==> config.mk <==
export PLATFORM = sky130hd
export DESIGN_NAME = ssc_profile_gen
export DESIGN_NICKNAME = d
export VERILOG_FILES = /design/src/rtl/ssc_pkg.sv /design/src/rtl/ssc_sel_decode.sv /design/src/rtl/ssc_ramp.sv /design/src/rtl/ssc_profile_gen.sv
export SDC_FILE = /design/constraint.sdc
export NUM_CORES = 1
export LEC_CHECK = 0
export ABC_AREA = 1
export CAP_MARGIN = 25
export CORE_MARGIN = 1
export CORE_UTILIZATION = 55
export CTS_CLUSTER_SIZE = 24
export DETAILED_ROUTE_END_ITERATION = 10
export GPL_TIMING_DRIVEN = 0
export PLACE_DENSITY_LB_ADDON = 0.15
export SLEW_MARGIN = 25
export SYNTH_ARGS = -nofsm -noshare
export SYNTH_HDL_FRONTEND = slang
export SYNTH_SLANG_ARGS = --single-unit
==> constraint.sdc <==
create_clock -name clk -period 5.3 [get_ports clk]
set_input_delay 0.53 -clock clk [delete_from_list [all_inputs] [get_ports clk]]
set_output_delay 0.53 -clock clk [all_outputs]
set_load 0.005 [all_outputs]
==> src/rtl/ssc_pkg.sv <==
package ssc_pkg;

  typedef enum logic [1:0] {
    LVL_LO  = 2'b00,
    LVL_MID = 2'b01,
    LVL_HI  = 2'b10,
    LVL_BAD = 2'b11
  } lvl_e;

  typedef struct packed {
    logic       ok;
    logic       hi_band;
    logic [5:0] tenths;
  } spread_t;

  function automatic logic [5:0] pick4(logic [1:0] s, logic [5:0] a, logic [5:0] b,
                                       logic [5:0] c, logic [5:0] d);
    case (s)
      2'd0:    return a;
      2'd1:    return b;
      2'd2:    return c;
      default: return d;
    endcase
  endfunction

  // Spread in tenths of a percent for setting {x,y} on sub-band sub.
  function automatic spread_t lookup(logic [1:0] x, logic [1:0] y, logic [1:0] sub);
    spread_t r;
    r.ok      = 1'b1;
    r.hi_band = 1'b0;
    r.tenths  = '0;
    case ({x, y})
      {LVL_MID, LVL_MID}: r.tenths = pick4(sub, 6'd43, 6'd39, 6'd37, 6'd34);
      {LVL_MID, LVL_LO }: r.tenths = pick4(sub, 6'd38, 6'd35, 6'd33, 6'd31);
      {LVL_HI,  LVL_LO }: r.tenths = pick4(sub, 6'd34, 6'd31, 6'd28, 6'd26);
      {LVL_LO,  LVL_LO }: r.tenths = pick4(sub, 6'd29, 6'd25, 6'd24, 6'd22);
      {LVL_LO,  LVL_MID}: r.tenths = pick4(sub, 6'd28, 6'd24, 6'd23, 6'd21);
      {LVL_HI,  LVL_MID}: begin r.hi_band = 1'b1; r.tenths = pick4(sub, 6'd29, 6'd28, 6'd26, 6'd24); end
      {LVL_MID, LVL_HI }: begin r.hi_band = 1'b1; r.tenths = pick4(sub, 6'd21, 6'd20, 6'd18, 6'd17); end
      {LVL_HI,  LVL_HI }: begin r.hi_band = 1'b1; r.tenths = pick4(sub, 6'd15, 6'd14, 6'd13, 6'd12); end
      {LVL_LO,  LVL_HI }: begin r.hi_band = 1'b1; r.tenths = pick4(sub, 6'd12, 6'd11, 6'd11, 6'd10); end
      default:            r.ok = 1'b0;
    endcase
    return r;
  endfunction

endpackage

==> src/rtl/ssc_sel_decode.sv <==
module ssc_sel_decode
  import ssc_pkg::*;
#(
  parameter int PEAK_W = 8
) (
  input  logic [1:0]        sel_x,
  input  logic [1:0]        sel_y,
  input  logic [2:0]        band,
  output logic [PEAK_W-1:0] peak,
  output logic              bad
);

  spread_t            ent;
  logic [PEAK_W-1:0]  tenths_ext;

  always_comb begin
    ent        = lookup(sel_x, sel_y, band[1:0]);
    bad        = !ent.ok || (ent.hi_band != band[2]);
    tenths_ext = PEAK_W'(ent.tenths);
    // half of the total spread, tenths of a percent -> parts per 10000
    peak       = bad ? '0 : tenths_ext * PEAK_W'(5);
  end

  // every valid table entry yields a non-zero peak
  always_comb begin
    assert_valid_nonzero_R2: assert (bad || (peak != '0));
  end

endmodule

==> src/rtl/ssc_ramp.sv <==
module ssc_ramp #(
  parameter int                PERIOD   = 1166,
  parameter int                PEAK_W   = 8,
  parameter int                OFF_W    = 10,
  parameter logic [PEAK_W-1:0] RST_PEAK = 8'd215
) (
  input  logic                    clk,
  input  logic                    rst_n,
  input  logic [PEAK_W-1:0]       next_peak,
  output logic signed [OFF_W-1:0] off,
  output logic                    boundary
);

  localparam int HALF  = PERIOD / 2;
  localparam int K0    = (HALF + 1) / 2;
  localparam int UP1   = HALF - K0;
  localparam int DN    = UP1 + HALF;
  localparam int CNT_W = $clog2(PERIOD);
  localparam int ACC_W = $clog2(HALF) + 1;
  localparam logic signed [OFF_W-1:0] ONE = 1;

  logic [CNT_W-1:0]        cnt_q;
  logic [ACC_W-1:0]        acc_q;
  logic signed [OFF_W-1:0] off_q;
  logic [PEAK_W-1:0]       peak_q;
  logic [ACC_W:0]          sum;
  logic                    carry;
  logic                    rising;
  logic [ACC_W-1:0]        acc_load;
  logic [ACC_W-1:0]        acc_rst;
  logic signed [OFF_W-1:0] peak_s;

  // Remainder held at the period start, where the sweep crosses zero
  // between two integer ramp steps when HALF is odd.
  generate
    if (HALF % 2 == 1) begin : g_odd_half
      assign acc_load = ACC_W'(next_peak);
      assign acc_rst  = ACC_W'(RST_PEAK);
    end else begin : g_even_half
      assign acc_load = '0;
      assign acc_rst  = '0;
    end
  endgenerate

  always_comb begin
    sum      = {1'b0, acc_q} + (ACC_W+1)'({peak_q, 1'b0});
    carry    = sum >= (ACC_W+1)'(HALF);
    rising   = (cnt_q < CNT_W'(UP1)) || (cnt_q >= CNT_W'(DN));
    boundary = cnt_q == CNT_W'(PERIOD - 1);
  end

  always_ff @(posedge clk) begin
    if (!rst_n) begin
      cnt_q  <= '0;
      acc_q  <= acc_rst;
      off_q  <= '0;
      peak_q <= RST_PEAK;
    end else if (boundary) begin
      cnt_q  <= '0;
      acc_q  <= acc_load;
      off_q  <= '0;
      peak_q <= next_peak;
    end else begin
      cnt_q <= cnt_q + CNT_W'(1);
      acc_q <= carry ? ACC_W'(sum - (ACC_W+1)'(HALF)) : ACC_W'(sum);
      if (carry) off_q <= rising ? off_q + ONE : off_q - ONE;
    end
  end

  assign off    = off_q;
  assign peak_s = OFF_W'(peak_q);

  assert_within_peak_R3: assert property (@(posedge clk) disable iff (!rst_n)
    (off_q <= peak_s) && (off_q >= -peak_s));

  assert_unit_step_R4: assert property (@(posedge clk) disable iff (!rst_n)
    ($past(off_q) == off_q) || ($past(off_q) + ONE == off_q) || ($past(off_q) == off_q + ONE));

  assert_crest_R5: assert property (@(posedge clk) disable iff (!rst_n)
    (cnt_q == CNT_W'(UP1)) |-> (off_q == peak_s));

  assert_trough_R5: assert property (@(posedge clk) disable iff (!rst_n)
    (cnt_q == CNT_W'(DN)) |-> (off_q == -peak_s));

  assert_load_at_boundary_R9: assert property (@(posedge clk) disable iff (!rst_n)
    !boundary |=> $stable(peak_q));

endmodule

==> src/rtl/ssc_profile_gen.sv <==
module ssc_profile_gen
  import ssc_pkg::*;
#(
  parameter int PERIOD = 1166,
  parameter int OFF_W  = 10,
  parameter int PEAK_W = 8
) (
  input  logic                    clk,
  input  logic                    rst_n,
  input  logic [1:0]              sel_x_i,
  input  logic [1:0]              sel_y_i,
  input  logic [2:0]              band_i,
  input  logic                    spread_en_i,
  output logic signed [OFF_W-1:0] offset_o,
  output logic                    err_o
);

  localparam spread_t           RST_SET  = lookup(LVL_MID, LVL_MID, 2'b00);
  localparam logic [PEAK_W-1:0] RST_PEAK = PEAK_W'(RST_SET.tenths) * PEAK_W'(5);

  logic [PEAK_W-1:0]       dec_peak;
  logic                    dec_bad;
  logic signed [OFF_W-1:0] ramp_off;
  logic                    boundary;
  logic                    err_q;

  ssc_sel_decode #(.PEAK_W(PEAK_W)) u_dec (
    .sel_x (sel_x_i),
    .sel_y (sel_y_i),
    .band  (band_i),
    .peak  (dec_peak),
    .bad   (dec_bad)
  );

  ssc_ramp #(
    .PERIOD   (PERIOD),
    .PEAK_W   (PEAK_W),
    .OFF_W    (OFF_W),
    .RST_PEAK (RST_PEAK)
  ) u_ramp (
    .clk       (clk),
    .rst_n     (rst_n),
    .next_peak (dec_peak),
    .off       (ramp_off),
    .boundary  (boundary)
  );

  always_ff @(posedge clk) begin
    if (!rst_n)        err_q <= 1'b0;
    else if (boundary) err_q <= dec_bad;
  end

  assign offset_o = (spread_en_i && !err_q) ? ramp_off : '0;
  assign err_o    = err_q;

  // a rejected setting leaves the sweep itself flat
  assert_err_flat_R7: assert property (@(posedge clk) disable iff (!rst_n)
    err_q |-> (ramp_off == '0));

endmodule

; Yosys cells after proc, flatten, opt, wreduce, memory -nomap -nowiden
; Cells that the tools add are included.
[word_totals]
ff_bits = 41
inputBits = 10
output_inout_bits = 11
word_cells = 56
[op_classes]
add_sub_neg = 5
mul = 1
magnitude_cmp = 3
n_eq_ne = 12
mux = 17
n_bitwise = 1
n_reduce_logical = 11
[op_table]
columns = op, n
row1 = $pmux 6 s9, 1
row2 = $pmux 4 s3, 3
row3 = $pmux 6 s3, 2
row4 = $mux 10, 2
row5 = $pmux 3 s3, 2
row6 = $mux 8, 2
row7 = $add 11x9->12, 1
row8 = $eq 4x3->1 const B, 3
row9 = $eq 4x4->1 const B, 3
row10 = $ge 12x10->1 const B, 1
row11 = $add 11x1->11 const B, 1
row12 = $eq 11x11->1 const B, 1
row13 = $ge 11x10->1 const B, 1
row14 = $lt 11x9->1 const B, 1
row15 = $mux 11, 1
row16 = $sub 11x10->11 const B, 1
row17 = $add 10x2->10 const B, 1
row18 = $sub 10x2->10 const B, 1
row19 = $reduce_or 9->1, 1
row20 = $mul 6x3->8 const B, 1
row21 = $pmux 2 s3, 1
row22 = $pmux 3 s2, 1
row23 = $eq 4x1->1 const B, 1
row24 = $eq 4x2->1 const B, 1
row25 = 12 further kinds, 16

; Longest topological paths before layout
[logic_depth]
ltp_word = 7
ltp_mapped = 21
depth_no_buf = 21

; By module
; A second synthesis with hierarchy kept.
[hier_totals]
cells_unflattened = 609
area_unflattened_um2 = 3771.1
[by_module_without_submodules]
columns = module, n_inst, cells_per_inst, area_each_um2, seq_area_each_um2
row1 = ssc_ramp, 1, 445, 2852.7, 800.8
row2 = ssc_sel_decode, 1, 136, 789.5, 0.0
row3 = ssc_profile_gen, 1, 28, 128.9, 20.0

; Worst setup path after synthesis
; No wires, ideal clock.
[synth_timing]
kind = input port to flip-flop
from = input port band_i[1]
to = register u_ramp.acc_q[7]
setup_ps = 113
t_arrival_ps = 2668
t_required_ps = 5187
path_slack_ps = 2519
cell_stages = 16
n_path_buf = 0
cell_sequence = inv_1 ha_1 o21ai_0 inv_1 a22oi_1 nand3_1 ha_1 ha_1 inv_1 fa_1 nor2_1 a211oi_1 a21oi_1 o21ai_0 nand2_1 nand2_1
[synth_via]
elab_chain_len = 7
elab_cells_between_ends = 17
cone_classes = mul: 1 / eq/ne: 2 / mux: 12 / reduce/logical: 2
[synth_lines]
columns = item, line
row1 = from (decl), ssc_profile_gen.sv:12  ; input logic [2:0] band_i,
row2 = $eq 2x1->1 / $eq 2x2->1 (equally long branches), ssc_pkg.sv:18  ; case (s)
row3 = $reduce_or 2->1 (no line), n/a
row4 = $pmux 3 s2, ssc_pkg.sv:18
row5 = $pmux 6 s9 *, ssc_pkg.sv:32  ; case ({x, y})
row6 = $mul 6x3->8 *, ssc_sel_decode.sv:21  ; peak = bad ? '0 : tenths_ext * PEAK_W'(5);
row7 = $mux 8 *, ssc_sel_decode.sv:21
row8 = $mux 8 *, ssc_ramp.sv:58  ; end else if (boundary) begin
row9 = to (signal assigned), ssc_ramp.sv:55  ; acc_q <= acc_rst;
row10 = to (signal assigned), ssc_ramp.sv:60  ; acc_q <= acc_load;
row11 = to (signal assigned), ssc_ramp.sv:65  ; acc_q <= carry ? ACC_W'(sum - (ACC_W+1)'(HALF)) : ACC_W'(sum);
row12 = to (decl), ssc_ramp.sv:23  ; logic [ACC_W-1:0] acc_q;
; Mark *: on every way between the ends. The rest lies on a longest branch, timed or not.
; A chain may end at the register's enable or synchronous reset.

; Worst setup path after layout
[layout_timing]
from = input port band_i[0]
to = register u_ramp.peak_q[7]
[layout_via]
elab_chain_len = 6
elab_cells_between_ends = 16
cone_classes = mul: 1 / eq/ne: 2 / mux: 11 / reduce/logical: 2
[layout_lines]
columns = item, line
row1 = $eq 2x1->1 / $eq 2x2->1 (equally long branches), ssc_pkg.sv:18
row2 = $reduce_or 2->1 (no line), n/a
row3 = $pmux 3 s2, ssc_pkg.sv:18
row4 = $pmux 6 s9 *, ssc_pkg.sv:32
row5 = $mul 6x3->8 *, ssc_sel_decode.sv:21
row6 = $mux 8 *, ssc_sel_decode.sv:21
row7 = to (signal assigned), ssc_ramp.sv:62  ; peak_q <= next_peak;
row8 = to (decl), ssc_ramp.sv:25  ; logic [PEAK_W-1:0] peak_q;
; Marked as above.

==> qor.txt <==
Layout cells sized above 1 = 0.0724
Crit Path Max Fanout = 5
Total CTS buffers = 5
Largest net degree at the start of global routing = 15
Synth unique cells = 46
Number of I/O port buffers = 20
Tightest Pin Transition = 0.521 ns
Register area share after synthesis = 0.224
CP top delay family = adder cells
Placed Area = 3960 um2
Fin. max-slew vios = 0
Post-route ant nets = 0
Crit-path slowest cell = clkdlybuf4s50_1
FF-to-FF setup slack = 2.40 ns
Syn Nets = 615
Post-CTS Setup Bufs = 0
Worst hold slack = 0.474 ns
Routability Congestion = 0.928
Fmax = 287 MHz
R2R Path Start = u_ramp.cnt_q[0]$_SDFF_PP0_
Skew final = 0.0118 ns
Status = complete, no violations
Initial DRC Count = 178
CTS H-tree depth = 2
CTS root buf = clkbuf_8
Register Area = 821 um2
Finished Cell Area = 4070 um2
Area taken by multi-input logic gates = 2470 um2
Worst path max stage delay = 0.56 ns
Antenna violations before repair = 0
Min-Delay Path Class = reg2reg
Critical Path Sink Type = register
Detailed placement HPWL = 6420 um
Aggregate global-route resource usage = 0.248
Synth Area per Inst = 6.46 um2
Critical path arrival = 3.67 ns
Vias/cell = 5.36
Filler cells = 594
Final hold vios = 0
Worst-Skew Late Latency = 0.30 ns
Nets = 642
Place WS = 1.57 ns
Longest Clk Path Bufs = 2
Crit path buf inv count = 4
Mapped Cells = 566
Final setup vio count = 0
Starting Density = 0.573
Slew HR = 0.652
Residual DRC = 0
Post-route setup slack = 1.81 ns
Area Overhead vs Synth = 11.3%
Worst Reg-to-Reg Cells = 19
Total gr overflow = 0
Post-CTS Hold Buffers = 0
Core box area = 6390 um2
Synthesized flop and latch total = 41
Critical path startpoint category = primary input
FF-to-FF End = u_ramp.off[7]$_SDFFE_PP0N_
Io pins = 21
Setup TNS = 0 ns
Total number of vias = 3594
Worst IR drop on VDD = 0.000623 V
Clock slew at reported path FFs = 0.08 ns
Post-layout min period = 3.49 ns
First-pass GRT wire length = 14500 um
WL per Instance = 12.1 um
CP Data Required Time = 5.49 ns
Final period util = 0.658
CTS Sinks = 41
Worst Setup Path Type = in2reg
Die Ht = 83.6 um
Resized Gates After CTS = 0
Drt pass-1 iters = 6
CTS tree = yes
Chip Width = 83.6 um
Leak Pwr = 2.06 nW
Die area = 6980 um2
Vias in the first global route = 3447
Ys flop type = dfxtp_1
Diode count = 0
Share of flip-flops with an asynchronous set or reset = 0
Yosys warns = 0
Hold path start = u_ramp.peak_q[2]$_SDFFE_PN1P_
RSZ-0062 raised after global routing = false
Final WL = 8110 um
Pwr Density = 564 nW/um2
Row count = 29
Hold path endpoint = u_ramp.peak_q[2]$_SDFFE_PN1P_
Number of flops mapped to enable cells by yosys = 0
Synth Cell Area = 3660 um2
Worst hold path cell count = 2
MaxCap Viol Count = 0
Cell Chain, Critical Path = clkdlybuf4s50_1, inv_1, ha_1, o21ai_0, inv_1, a21oi_1, nand4_1, ha_1, ha_1, inv_1, fa_1, nor2_1, a211oi_1, a21oi_1, o21ai_0, nand2_1, nand2_1
==> power by group <==
group          leakage [nW]  internal, mW  switching, mW
registers             0.336         0.382         0.0468
logic                  1.67         0.613          0.994
clock network        0.0543         0.141          0.120
==> worst register-to-register path, delay by kind of cell, from the launching register on <==
family	cells	cell delay [ns]
AND/OR/NAND/NOR	12	0.90
flip-flops	1	0.41
buffers and inverters	2	0.34
adder cells (fa/ha/maj)	2	0.55
AO/OA/AOI/OAI	3	0.61
==> how the worst max path moves through the flow <==
stage                     startpoint                            end  cells after the start
final                      band_i[0]  u_ramp.peak_q[7]$_SDFFE_PN1P_                     17
after global routing       band_i[1]  u_ramp.peak_q[7]$_SDFFE_PN1P_                     17
after CTS                  band_i[0]  u_ramp.peak_q[7]$_SDFFE_PN1P_                     17
after detailed placement   band_i[0]  u_ramp.peak_q[7]$_SDFFE_PN1P_                     17
after global placement     band_i[0]     u_ramp.acc_q[7]$_SDFF_PN1_                     16
after floorplan            band_i[1]     u_ramp.acc_q[7]$_SDFF_PN1_                     16
==> through the flow <==
step / total power [mW] / cells / util
5_1_grt: 2.52 / 671 / 0.637
6_report: 2.30 / 671 / 0.637
3_5_place_dp: 2.03 / 663 / 0.619
2_1_floorplan: 1.73 / 566 / -
3_3_place_gp: 1.99 / 663 / 0.619
4_1_cts: 2.30 / 671 / 0.637
==> cell type report <==
cell class,count,share of cell area
timing repair buffer,20,0.0492
tap,77,0.0237
clock inverter,3,0.0114
buffer,5,0.0126
sequential,41,0.202
multi-input combinational,437,0.608
inverter,83,0.0765
clock buffer,5,0.0169
==> cell usage after synthesis (3+ instances only) <==
| cell type | number | share of area |
|---|---|---|
| a21oi_1 | 19 | 0.026 |
| a31oi_1 | 4 | 0.0068 |
| dfxtp_1 | 41 | 0.22 |
| fa_1 | 3 | 0.016 |
| ha_1 | 36 | 0.12 |
| inv_1 | 79 | 0.081 |
| inv_2 | 3 | 0.0031 |
| nand2_1 | 152 | 0.16 |
| nand2_2 | 10 | 0.017 |
| nand2_4 | 4 | 0.012 |
| nand3_1 | 40 | 0.055 |
| nand3b_1 | 4 | 0.0082 |
| nand4_1 | 8 | 0.014 |
| nor2_1 | 74 | 0.076 |
| nor2_2 | 3 | 0.0051 |
| nor3_1 | 8 | 0.011 |
| o21ai_0 | 20 | 0.027 |
| o21ai_1 | 7 | 0.0096 |
| xnor2_1 | 6 | 0.014 |
| xor2_1 | 9 | 0.022 |
==> placed cells by master (no fill, tap or decap), types with 2 or more instances in the layout <==
master,count
nand2_1,152
inv_1,79
nor2_1,74
dfxtp_1,41
nand3_1,40
ha_1,36
o21ai_0,20
clkdlybuf4s50_1,20
a21oi_1,19
nand2_2,10
xor2_1,9
nor3_1,8
nand4_1,8
o21ai_1,7
xnor2_1,6
clkbuf_8,5
nand3b_1,4
a31oi_1,4
nand2_4,4
inv_2,3
nor2_2,3
fa_1,3
a21o_1,2
nand3_2,2
nor3b_1,2
a21oi_2,2
nor4_1,2
o211ai_1,2
o22ai_1,2
o21bai_1,2
nand2_8,2
buf_6,2
==> sequential cells by signal, summed over array words and instances (netlist names) <==
register and count:
u_ramp.peak_q 8, u_ramp.cnt_q 11, u_ramp.acc_q 11, err_o 1
u_ramp.off 10
==> metal layers <==
layer  global-route usage  wire length [um]  vias to the layer above
met5                    0                 0                        -
met4                0.109               228                        0
met3               0.0366               230                       22
met2                0.430              3900                       82
met1                0.303              3750                     1624
li1                     -                 -                     1866
==> logic make-up after synthesis <==
kind of cell    count (synthesis)  share of synthesized area
fa+ha+maj                      39                      0.140
flops                          41                      0.224
simple gates                  316                      0.395
compound gates                 67                      0.106
buf+inv                        88                     0.0992
xor+xnor                       15                     0.0359
No activity file was read; power rests on OpenSTA's default activity.
